$ cat src/rtl/dbg_access_pkg.sv
package dbg_access_pkg;
    localparam int unsigned ADDR_W = 4;

    typedef enum logic [ADDR_W-1:0] {
        REG_CTRL  = 4'd0,
        REG_STAT  = 4'd1,
        REG_NIA   = 4'd2,
        REG_MSR   = 4'd3,
        REG_INDEX = 4'd4,
        REG_GDATA = 4'd5,
        REG_COND  = 4'd8,
        REG_XFLAG = 4'd9
    } dbg_reg_e;

    localparam int unsigned CTL_STOP_BIT   = 0;
    localparam int unsigned CTL_RESUME_BIT = 1;
    localparam int unsigned CTL_STEP_BIT   = 3;
    localparam int unsigned STAT_HALT_BIT  = 1;

    typedef struct packed {
        logic stop;
        logic resume;
        logic step;
    } ctl_cmd_t;
endpackage

$ cat src/rtl/dbg_core_model.sv
module dbg_core_model
    import dbg_access_pkg::*;
#(
    parameter int unsigned          DATA_W    = 64,
    parameter int unsigned          CNT_W     = 32,
    parameter logic [DATA_W-1:0]    RESET_NIA = 64'h1000
) (
    input  logic              clk,
    input  logic              rst_n,
    input  ctl_cmd_t          cmd,
    output logic              stopped_o,
    output logic [DATA_W-1:0] nia_o,
    output logic [CNT_W-1:0]  retired_o
);
    localparam logic [DATA_W-1:0] INSN_BYTES = DATA_W'(4);

    typedef struct packed {
        logic              run;
        logic              step;
        logic [DATA_W-1:0] nia;
        logic [CNT_W-1:0]  cnt;
    } core_st_t;

    core_st_t st_d, st_q;
    logic     exec;

    always_comb begin
        st_d      = st_q;
        exec      = st_q.run | st_q.step;
        stopped_o = ~st_q.run & ~st_q.step;
        if (exec) begin
            st_d.nia = st_q.nia + INSN_BYTES;
            st_d.cnt = st_q.cnt + CNT_W'(1);
        end
        st_d.step = 1'b0;
        if (cmd.stop) begin
            st_d.run = 1'b0;
        end else if (cmd.resume) begin
            st_d.run = 1'b1;
        end else if (cmd.step && stopped_o) begin
            st_d.step = 1'b1;
        end
    end

    always_ff @(posedge clk or negedge rst_n) begin
        if (!rst_n) begin
            st_q <= '{run: 1'b1, step: 1'b0, nia: RESET_NIA, cnt: '0};
        end else begin
            st_q <= st_d;
        end
    end

    assign nia_o     = st_q.nia;
    assign retired_o = st_q.cnt;

    assert_step_restops_R5: assert property (@(posedge clk) disable iff (!rst_n)
        st_q.step && !cmd.resume |=> stopped_o);
    assert_step_advance_R5: assert property (@(posedge clk) disable iff (!rst_n)
        st_q.step |=> nia_o == $past(nia_o) + INSN_BYTES);
    assert_halt_frozen_R3: assert property (@(posedge clk) disable iff (!rst_n)
        stopped_o && !cmd.resume && !cmd.step |=> $stable(nia_o));
    assert_stop_wins_R6: assert property (@(posedge clk) disable iff (!rst_n)
        cmd.stop |=> stopped_o);
endmodule

$ cat src/rtl/dbg_read_mux.sv
module dbg_read_mux
    import dbg_access_pkg::*;
#(
    parameter int unsigned       DATA_W    = 64,
    parameter int unsigned       CNT_W     = 32,
    parameter int unsigned       IDX_W     = 8,
    parameter int unsigned       NUM_GPR   = 32,
    parameter logic [DATA_W-1:0] MSR_VALUE = 64'h8000_0000_0000_1033
) (
    input  logic [ADDR_W-1:0] addr,
    input  logic              stopped,
    input  logic [DATA_W-1:0] nia,
    input  logic [CNT_W-1:0]  retired,
    input  logic [IDX_W-1:0]  index,
    output logic [DATA_W-1:0] rdata
);
    logic [DATA_W-1:0] gpr_val;
    logic [DATA_W-1:0] xflag_val;

    always_comb begin
        gpr_val = '0;
        if (32'(index) < NUM_GPR) begin
            gpr_val = DATA_W'({16'hC0DE, 16'(index), 32'(retired)});
        end
        xflag_val    = '0;
        xflag_val[0] = retired[0];
        xflag_val[2] = retired[1];
        xflag_val[3] = retired[2];
        xflag_val[4] = retired[3];
        xflag_val[5] = retired[4];
    end

    always_comb begin
        rdata = '0;
        case (addr)
            REG_STAT:  rdata[STAT_HALT_BIT] = stopped;
            REG_NIA:   rdata = nia;
            REG_MSR:   rdata = MSR_VALUE;
            REG_INDEX: rdata = DATA_W'(index);
            REG_GDATA: rdata = gpr_val;
            REG_COND:  rdata = DATA_W'(retired);
            REG_XFLAG: rdata = xflag_val;
            default:   rdata = '0;
        endcase
    end
endmodule

$ cat src/rtl/dbg_access_target.sv
module dbg_access_target
    import dbg_access_pkg::*;
#(
    parameter int unsigned       DATA_W    = 64,
    parameter int unsigned       IDX_W     = 8,
    parameter int unsigned       NUM_GPR   = 32,
    parameter logic [DATA_W-1:0] RESET_NIA = 64'h1000,
    parameter logic [DATA_W-1:0] MSR_VALUE = 64'h8000_0000_0000_1033
) (
    input  logic              clk,
    input  logic              rst_n,
    input  logic [3:0]        dmi_addr,
    input  logic [DATA_W-1:0] dmi_wdata,
    input  logic              dmi_req,
    input  logic              dmi_we,
    output logic [DATA_W-1:0] dmi_rdata,
    output logic              dmi_ack
);
    localparam int unsigned CNT_W = 32;

    typedef struct packed {
        logic              ack;
        logic [DATA_W-1:0] rdata;
        logic [IDX_W-1:0]  index;
    } port_st_t;

    port_st_t          ps_d, ps_q;
    logic              accept;
    ctl_cmd_t          cmd;
    logic              core_stopped;
    logic [DATA_W-1:0] core_nia;
    logic [CNT_W-1:0]  core_retired;
    logic [DATA_W-1:0] mux_data;
    logic              unmapped;

    dbg_core_model #(.DATA_W(DATA_W), .CNT_W(CNT_W), .RESET_NIA(RESET_NIA)) u_core (
        .clk(clk), .rst_n(rst_n), .cmd(cmd),
        .stopped_o(core_stopped), .nia_o(core_nia), .retired_o(core_retired)
    );

    dbg_read_mux #(.DATA_W(DATA_W), .CNT_W(CNT_W), .IDX_W(IDX_W),
                   .NUM_GPR(NUM_GPR), .MSR_VALUE(MSR_VALUE)) u_mux (
        .addr(dmi_addr), .stopped(core_stopped), .nia(core_nia),
        .retired(core_retired), .index(ps_q.index), .rdata(mux_data)
    );

    always_comb begin
        ps_d   = ps_q;
        accept = dmi_req & ~ps_q.ack;
        cmd    = '0;
        if (!dmi_req) begin
            ps_d.ack = 1'b0;
        end
        if (accept) begin
            ps_d.ack = 1'b1;
            if (dmi_we) begin
                ps_d.rdata = '0;
                if (dmi_addr == REG_INDEX) begin
                    ps_d.index = dmi_wdata[IDX_W-1:0];
                end
                if (dmi_addr == REG_CTRL) begin
                    cmd.stop   = dmi_wdata[CTL_STOP_BIT];
                    cmd.resume = dmi_wdata[CTL_RESUME_BIT];
                    cmd.step   = dmi_wdata[CTL_STEP_BIT];
                end
            end else begin
                ps_d.rdata = mux_data;
            end
        end
    end

    always_ff @(posedge clk or negedge rst_n) begin
        if (!rst_n) begin
            ps_q <= '0;
        end else begin
            ps_q <= ps_d;
        end
    end

    assign dmi_ack   = ps_q.ack;
    assign dmi_rdata = ps_q.rdata;
    assign unmapped  = (dmi_addr == 4'd6) || (dmi_addr == 4'd7) || (dmi_addr >= 4'd10);

    assert_ack_drops_R2: assert property (@(posedge clk) disable iff (!rst_n)
        !dmi_req |=> !dmi_ack);
    assert_ack_held_R2: assert property (@(posedge clk) disable iff (!rst_n)
        dmi_ack && dmi_req |=> dmi_ack && $stable(dmi_rdata));
    assert_ack_cause_R2: assert property (@(posedge clk) disable iff (!rst_n)
        $rose(dmi_ack) |-> $past(dmi_req));
    assert_unmapped_zero_R10: assert property (@(posedge clk) disable iff (!rst_n)
        accept && !dmi_we && unmapped |=> dmi_rdata == '0);
endmodule

$ cat config.mk
export PLATFORM = sky130hd
export DESIGN_NAME = dbg_access_target
export DESIGN_NICKNAME = d
export VERILOG_FILES = /design/src/rtl/dbg_access_pkg.sv /design/src/rtl/dbg_core_model.sv /design/src/rtl/dbg_read_mux.sv /design/src/rtl/dbg_access_target.sv
export SDC_FILE = /design/constraint.sdc
export NUM_CORES = 1
export LEC_CHECK = 0
export BUFFER_PORTS_ARGS = -buffer_cell sky130_fd_sc_hd__buf_2
export CAP_MARGIN = 20
export CORE_MARGIN = 2
export CORE_UTILIZATION = 58
export DETAILED_ROUTE_END_ITERATION = 6
export GPL_TIMING_DRIVEN = 0
export PLACE_DENSITY = 0.78
export RECOVER_POWER = 25
export SLEW_MARGIN = 15
export SYNTH_ARGS = -nofsm -noshare
export SYNTH_HDL_FRONTEND = slang
export SYNTH_HIERARCHICAL = 1
export SYNTH_SLANG_ARGS = --single-unit
export TNS_END_PERCENT = 1
$ cat constraint.sdc
create_clock -name clk -period 3.1 [get_ports clk]
set_clock_uncertainty 0.2 [all_clocks]
set_input_delay 0.155 -clock clk [delete_from_list [all_inputs] [get_ports clk]]
set_output_delay 0.155 -clock clk [all_outputs]
set_load 0.01 [all_outputs]
==> parameters.txt, run 1 <==
Parameter                              Value

Status
  Run status    finished with violations
  Violated checks    capacitance limit, slew limit

Synth
  Leading register cell type out of synthesis    sky130_fd_sc_hd__dfrtp_1
  Synth Register Bits    169
  Leading cell types by total area after synthesis    sky130_fd_sc_hd__dfrtp_1, sky130_fd_sc_hd__buf_4, sky130_fd_sc_hd__xnor2_1
  Number of enable-type register cells in the synthesized netlist    0
  Top-area cell type share of the netlist area    0.440
  Post-synthesis async set-or-reset flop share    1.00
  Total standard cell area after synthesis    0.00950 sq mm
  Gate count of the mapped netlist    988
  Yosys synthesis warning count    6
  Post-synthesis cell type with the largest combined area    sky130_fd_sc_hd__dfrtp_1
  Synthesized area per cell    9.62 sq um
  Proportion of synthesized chip area in sequential cells    0.445
  Number of distinct library cell variants in the gate-level netlist after synthesis    56

Detailed routing
  Number of vias per cell    5.29
  First-iteration detailed-routing DRC count    436
  Remaining routing DRC violations    0
  First-pass detailed-route iteration total    5
  Vias post-DR    7031
  Routed len/inst    15.6 um
  Detail Route Antenna Nets    0
  Total Wirelength    20.8 mm

Critical path
  R2R Setup Slk    0.22 ns
  Critical path type    reg -> reg
  Depth of the critical timing path with buffers and inverters included    6
  Arrival time of data at the critical path endpoint    2.99 ns
  Ordered cell list for the critical path    or2_2 -> buf_4 -> nand4_1 -> nor4_1 -> nand3_1 -> xnor2_1
  Largest fanout of any net on the critical path    10
  Cells on worst reg2reg path    6
  Top delay family on crit path    simple AND/OR/NAND/NOR gates
  Cell with the biggest individual delay on the critical path    sky130_fd_sc_hd__nor4_1
  Total buffers and inverters traversed by the critical path    1
  Critical Path Start Type    flop
  Capture point of the worst path    u_core/retired_o[28]
  Setup crit end kind    flop
  Capturing point of the worst reg2reg path    u_core/retired_o[28]
  Required arrival time at the worst endpoint    3.20 ns
  Critical Path Max Stage Delay    1.00 ns
  Worst Setup SP    u_core/st_q[97]
  Startpoint of the lowest-slack register-to-register path    u_core/st_q[97]

Power and ir drop
  VDD IR-drop max    0.347 mV
  P_int    3.70 mW
  Standby leakage power    5.24 nW
  Switching part of the total power    0.248
  Sw Pwr    1.22 mW
  Pwr/cell area    451 mW/mm^2
  Proportion of power drawn by the clock network    0.426
  Share of power burned in registers    0.481
  Combinational Power Share    0.093

Clock network
  Clock latency of the later-clocked register in the worst-skew pair    0.42 ns
  Quantity of gates resized following cts    0
  CTS tree    done
  CTS Root Cell    sky130_fd_sc_hd__clkbuf_16
  Clock-pin slew on the worst setup and hold paths    0.06 ns
  Sink count of the clock tree    169
  Post-CTS Setup Bufs    0
  Clock H-tree levels    4
  Number of buffers created by CTS    17
  Max clock buf depth    2

Placed design
  Number of port buffers    80
  Post-detail-place hpwl    14.8 mm
  Routability cong.    0.919
  Post-detailed-placement cell area    0.0102 sq mm

GRT
  GRT Total Usage    0.243
  Pin count of the biggest net entering global routing    90
  Vias in the first global route    6772
  Antenna violations before repair    0
  Total overflow reported by the global router    0
  Wire length of the first global-routing pass    33.9 mm

STA
  Final-layout worst hold slack    0.0311 ns
  Number of endpoints with negative hold slack in the final report    0
  Final period utilization    0.930
  Pin slew with the least headroom to its limit    2.22 ns
  Total setup violations reported at the end of the flow    0
  Relative slew slack    -0.478
  Peak clock frequency supported by timing    347 MHz
  Number of slew-limit violations in the final report    89
  Post-layout minimum cycle time    2.88 ns
  Total Negative Setup Slacks    0 ns
  Setup repair after global routing missed its margin    false

Finish
  Antenna cell count    0
  Layout Area Growth over Synthesis    14.6%
  Net count of the finished layout    1174
  Finished layout cell area    0.0109 sq mm
  Final standard cell utilization of the core    0.683
  Fraction of layout instances using a drive strength above 1    0.275

Floorplan
  Die area    0.0174 sq mm
  Number of I/O pins    137
  Die height    132 um
  Chip Width    132 um
  Initial cell density of the core    0.596
  Area inside the core boundary    0.0159 sq mm
  Number of standard-cell rows in the floorplan    46

Flow run
  Number of maximum-capacitance violations    1

Worst hold path
  Hold Crit Class    in -> reg
[logic make-up after synthesis]
group,after synthesis,share of synthesized area
flip-flops,169,0.445
buffers and inverters,204,0.150
other,1,0.000395
AO/OA/AOI/OAI,121,0.0819
multiplexers,8,0.00948
AND/OR/NAND/NOR,391,0.225
adder cells (fa/ha/maj),2,0.00263
XOR/XNOR,92,0.0848
[cells in the final DEF, fill, tap and decap left out, types with 27 or more instances in the layout]
master	n
sky130_fd_sc_hd__a22o_1	32
sky130_fd_sc_hd__buf_2	75
sky130_fd_sc_hd__buf_4	164
sky130_fd_sc_hd__clkbuf_1	33
sky130_fd_sc_hd__dfrtp_1	167
sky130_fd_sc_hd__nand2_1	125
sky130_fd_sc_hd__nand2b_1	68
sky130_fd_sc_hd__nand3_1	32
sky130_fd_sc_hd__nand4_1	35
sky130_fd_sc_hd__nor2_1	27
sky130_fd_sc_hd__o21ai_0	70
sky130_fd_sc_hd__xnor2_1	66
[state kept, by name, indices dropped and copies added, names as in the netlist]
name / count
ps_q: 8
u_core/st_q: 2
u_core/retired_o: 32
dmi_ack: 1
dmi_rdata: 64
u_core/nia_o: 62
[how the worst min path moves through the flow]
stage                 start         endpoint  slack [ns]  cells after the start
2_1_floorplan         rst_n          dmi_ack       -0.34                      0
3_3_place_gp   dmi_wdata[7]          ps_q[7]        0.19                      2
3_5_place_dp          rst_n          ps_q[0]       0.009                      1
4_1_cts         dmi_addr[0]  u_core/st_q[97]       0.007                      5
5_1_grt         dmi_addr[0]  u_core/st_q[97]        0.05                      5
6_report        dmi_addr[0]  u_core/st_q[97]        0.03                      5
[synthesized netlist by cell type, types with 8 or more instances]
master and n:
sky130_fd_sc_hd__a22o_1 32, sky130_fd_sc_hd__and2_1 24, sky130_fd_sc_hd__and3_1 13, sky130_fd_sc_hd__and4_1 10
sky130_fd_sc_hd__buf_4 164, sky130_fd_sc_hd__clkbuf_1 23, sky130_fd_sc_hd__dfrtp_1 167, sky130_fd_sc_hd__mux2_2 8
sky130_fd_sc_hd__nand2_1 125, sky130_fd_sc_hd__nand2b_1 68, sky130_fd_sc_hd__nand3_1 32, sky130_fd_sc_hd__nand4_1 35
sky130_fd_sc_hd__nor2_1 27, sky130_fd_sc_hd__nor3_1 19, sky130_fd_sc_hd__o21ai_0 70, sky130_fd_sc_hd__xnor2_1 66
sky130_fd_sc_hd__xor2_1 26
[power by group through the flow]
stage | registers, mW | clock network [mW] | logic [mW]
after floorplan | 2.38 | 0 | 0.299
after global placement | 2.40 | 0 | 0.432
after detailed placement | 2.40 | 0 | 0.445
after CTS | 2.36 | 2.12 | 0.459
after global routing | 2.37 | 2.21 | 0.505
final | 2.36 | 2.09 | 0.457
[layer usage]
| metal | vias to the layer above | wire, um | track usage |
|---|---|---|---|
| li1 | 3414 | - | - |
| met1 | 3368 | 9390 | 0.326 |
| met2 | 206 | 9940 | 0.401 |
| met3 | 43 | 939 | 0.0431 |
| met4 | 0 | 513 | 0.0803 |
| met5 | - | 0 | 0 |
[tightest hold or removal path, delay by kind of cell]
family | cells | cell delay (ns)
buffers and inverters | 1 | 0.11
AND/OR/NAND/NOR | 4 | 0.39
[per-stage QoR]
| stage | setup WS, ns | instances | total power [mW] |
|---|---|---|---|
| 2_1_floorplan | 0.879 | 989 | 2.68 |
| 3_3_place_gp | -0.885 | 1285 | 2.83 |
| 3_5_place_dp | 0.197 | 1286 | 2.85 |
| 4_1_cts | 0.172 | 1329 | 4.94 |
| 5_1_grt | 0.0802 | 1329 | 5.09 |
| 6_report | 0.217 | 1329 | 4.91 |
[cell type report]
type                    count  area (sq um)
plain buffers             198          1400
clock buffers              18           439
clock inverters            14           148
fillers                  1264          5050
inverters                   6          22.5
multi-input cells         616          3850
flip-flops and latches    169          4230
well taps                 216           270
repair buffers             92           526
[timing repair]
action | CTS | global route
endpoints found under the setup margin | 0 | 0
hold buffers | 11 | 0
endpoints found under the hold margin | 99 | 0
(Power assumes the default switching activity.)
==> inputs of run 2 (changes only) <==
--- a/config.mk
+++ b/config.mk
@@ -8,10 +8,10 @@
 export BUFFER_PORTS_ARGS = -buffer_cell sky130_fd_sc_hd__buf_2
 export CAP_MARGIN = 20
 export CORE_MARGIN = 2
-export CORE_UTILIZATION = 58
+export CORE_UTILIZATION = 55
 export DETAILED_ROUTE_END_ITERATION = 6
 export GPL_TIMING_DRIVEN = 0
-export PLACE_DENSITY = 0.78
+export PLACE_DENSITY = 0.74
 export RECOVER_POWER = 25
 export SLEW_MARGIN = 15
 export SYNTH_ARGS = -nofsm -noshare
==> run 2 against run 1 <==
Against the previous run:
- the flow still finishes with violations (capacitance limit, slew limit)
- sequential share of layout area is 0.17 points higher
- worst hold slack improved by 0.0025 ns
- register-to-register slack about the same
- flip-flop and latch count unchanged
- wire length down 3.2%
- sequential power hardly changed
- maximum frequency increased by 0.30%
- highest routed layer unchanged
==> parameters.txt, run 2 (synthesis results as in run 1) <==
Parameter                              Value

Floorplan
  Area inside the core boundary    0.0171 sq mm (+7.4%)
  Chip Width    135 um (+2.6%)
  Initial cell density of the core    0.555 (-0.0409)
  Number of standard-cell rows in the floorplan    48 (+4.3%)
  Die height    135 um (+2.6%)
  Number of I/O pins    137 (unchanged)
  Die area    0.0183 sq mm (+5.3%)

Clock network
  Hold Buf Count CTS    12 (+1)
  CTS Root Cell    sky130_fd_sc_hd__clkbuf_16
  Max clock buf depth    2 (unchanged)
  Post-CTS Setup Bufs    0 (unchanged)
  Sink count of the clock tree    169 (unchanged)
  Quantity of gates resized following cts    0 (unchanged)
  CTS tree    done
  Clock latency of the later-clocked register in the worst-skew pair    0.42 ns (about the same)
  Clock H-tree levels    4 (unchanged)
  Number of buffers created by CTS    17 (unchanged)
  Clock-pin slew on the worst setup and hold paths    0.07 ns (about the same)

Critical path
  Required arrival time at the worst endpoint    3.20 ns (about the same)
  Startpoint of the lowest-slack register-to-register path    u_core/st_q[97]
  Arrival time of data at the critical path endpoint    2.98 ns (about the same)
  Setup crit end kind    flop
  Critical path type    reg -> reg
  Largest fanout of any net on the critical path    10 (unchanged)
  Critical Path Start Type    flop
  Worst Setup SP    u_core/st_q[97]

GRT
  Pin count of the biggest net entering global routing    108 (+20%)
  GRT Total Usage    0.236 (-0.00707)
  Wire length of the first global-routing pass    33.8 mm (-0.53%)
  Vias in the first global route    6755 (-0.25%)
  Antenna violations before repair    0 (unchanged)
  Total overflow reported by the global router    0 (unchanged)

Placed design
  Number of port buffers    80 (unchanged)
  Routability cong.    0.895 (-2.6%)
  Minimum setup slack after placement    0.230 ns (+0.0328 ns)
  Post-detail-place hpwl    14.5 mm (-1.6%)

Detailed routing
  Vias post-DR    6879 (-2.2%)
  Number of vias per cell    5.14 (-2.9%)
  First-iteration detailed-routing DRC count    440 (+0.92%)
  First-pass detailed-route iteration total    4 (-1)
  Remaining routing DRC violations    0 (unchanged)
  Detail Route Antenna Nets    0 (unchanged)
  Routed len/inst    15.0 um (-4.0%)
  Total Wirelength    20.1 mm (-3.2%)

Power and ir drop
  Pwr/cell area    450 mW/mm^2 (-0.25%)
  Pwr Total    4.88 mW (-0.67%)
  VDD IR-drop max    0.393 mV (+13%)
  Standby leakage power    5.13 nW (-2.1%)

Finish
  Layout Area Growth over Synthesis    14.1%
  Total of fill cells in the finished design    1489 (+18%)
  Number of flip-flops in the largest register    64 (unchanged)
  Most used cells in the layout excluding fill and tap cells    sky130_fd_sc_hd__dfrtp_1, sky130_fd_sc_hd__buf_4, sky130_fd_sc_hd__nand2_1
  Antenna cell count    0 (unchanged)
  Fraction of layout instances using a drive strength above 1    0.252 (-0.0227)
  Net count of the finished layout    1175 (+0.085%)
  Most common cell after layout, fill and taps aside    sky130_fd_sc_hd__dfrtp_1

STA
  Number of endpoints with negative hold slack in the final report    0 (unchanged)
  Final period utilization    0.927 (-0.00283)
  Pin slew with the least headroom to its limit    1.51 ns (-0.702 ns)
  Final-layout worst hold slack    0.0336 ns (+0.00253 ns)
  Peak clock frequency supported by timing    348 MHz (+0.30%)
  Relative slew slack    -0.00997 (+0.468)
  Total setup violations reported at the end of the flow    0 (unchanged)
  Post-route worst setup slack    0.226 ns (+0.00876 ns)
  Setup repair after global routing missed its margin    false
  Number of slew-limit violations in the final report    64 (-28%)
  Post-layout minimum cycle time    2.87 ns (-0.00876 ns)

Worst hold path
  Startpoint of the tightest hold check path    dmi_addr[0]
  Hold Crit Class    in -> reg

Status
  Run status    finished with violations
  Violated checks    capacitance limit, slew limit

Flow run
  Number of maximum-capacitance violations    1 (unchanged)
## run 2: cell count changes in the layout (fill, tap and decap cells not counted), moves of 2 or more
| cell | delta |
|---|---|
| sky130_fd_sc_hd__buf_2 | -25 |
| sky130_fd_sc_hd__clkinvlp_4 | -2 |
| sky130_fd_sc_hd__clkbuf_1 | +25 |
| sky130_fd_sc_hd__inv_6 | +5 |
## run 2: path summary, 6_finish.rpt
check / endpoint / slack (ns) / depth (start not counted)
max in group asynchronous: u_core/nia_o[14] / 0.56 / 3
min: u_core/st_q[97] / 0.03 / 4
max: u_core/retired_o[30] / 0.23 / 6
max reg2reg: u_core/retired_o[30] / 0.23 / 6
min in group asynchronous: ps_q[0] / 0.45 / 2
min reg2reg: dmi_rdata[63] / 0.28 / 2
## run 2: report_power, final
| group | leakage, nW | internal [mW] | switching (mW) |
|---|---|---|---|
| clock network | 0.272 | 1.12 | 0.942 |
| registers | 2.33 | 2.28 | 0.0923 |
| logic | 2.52 | 0.204 | 0.241 |
## run 2: final cells by class
class                   count  area, sq um  share of cell area
inverters                   6         22.5             0.00208
clock inverters            15          141              0.0130
well taps                 225          282              0.0260
repair buffers             93          488              0.0450
clock buffers              17          425              0.0392
multi-input cells         616         3850               0.355
plain buffers             198         1400               0.129
flip-flops and latches    169         4230               0.390
## run 2: worst max-delay path, cell delays in order, from the launching register on
cell and delay, ns:
sky130_fd_sc_hd__dfstp_2 0.56, sky130_fd_sc_hd__or2_2 0.12, sky130_fd_sc_hd__buf_4 0.16, sky130_fd_sc_hd__nand4_1 0.35, sky130_fd_sc_hd__nor4_1 0.97, sky130_fd_sc_hd__nand3_1 0.22, sky130_fd_sc_hd__xnor2_1 0.18
## run 2: routing by layer
layer / GRT usage / vias to the layer above / routed length [um]
met5: 0 / - / 0
met4: 0.0729 / 0 / 357
met3: 0.0400 / 25 / 664
met2: 0.392 / 130 / 9710
met1: 0.318 / 3305 / 9370
li1: - / 3419 / -
## run 2: stage by stage
step	cells	util	instance area (sq um)	setup TNS [ns]
3_5_place_dp	1295	0.597	10200	0
3_3_place_gp	1294	0.595	10200	-150.59
5_1_grt	1339	0.633	10800	0
2_1_floorplan	989	-	9510	0
4_1_cts	1339	0.638	10900	0
6_report	1339	0.633	10800	0
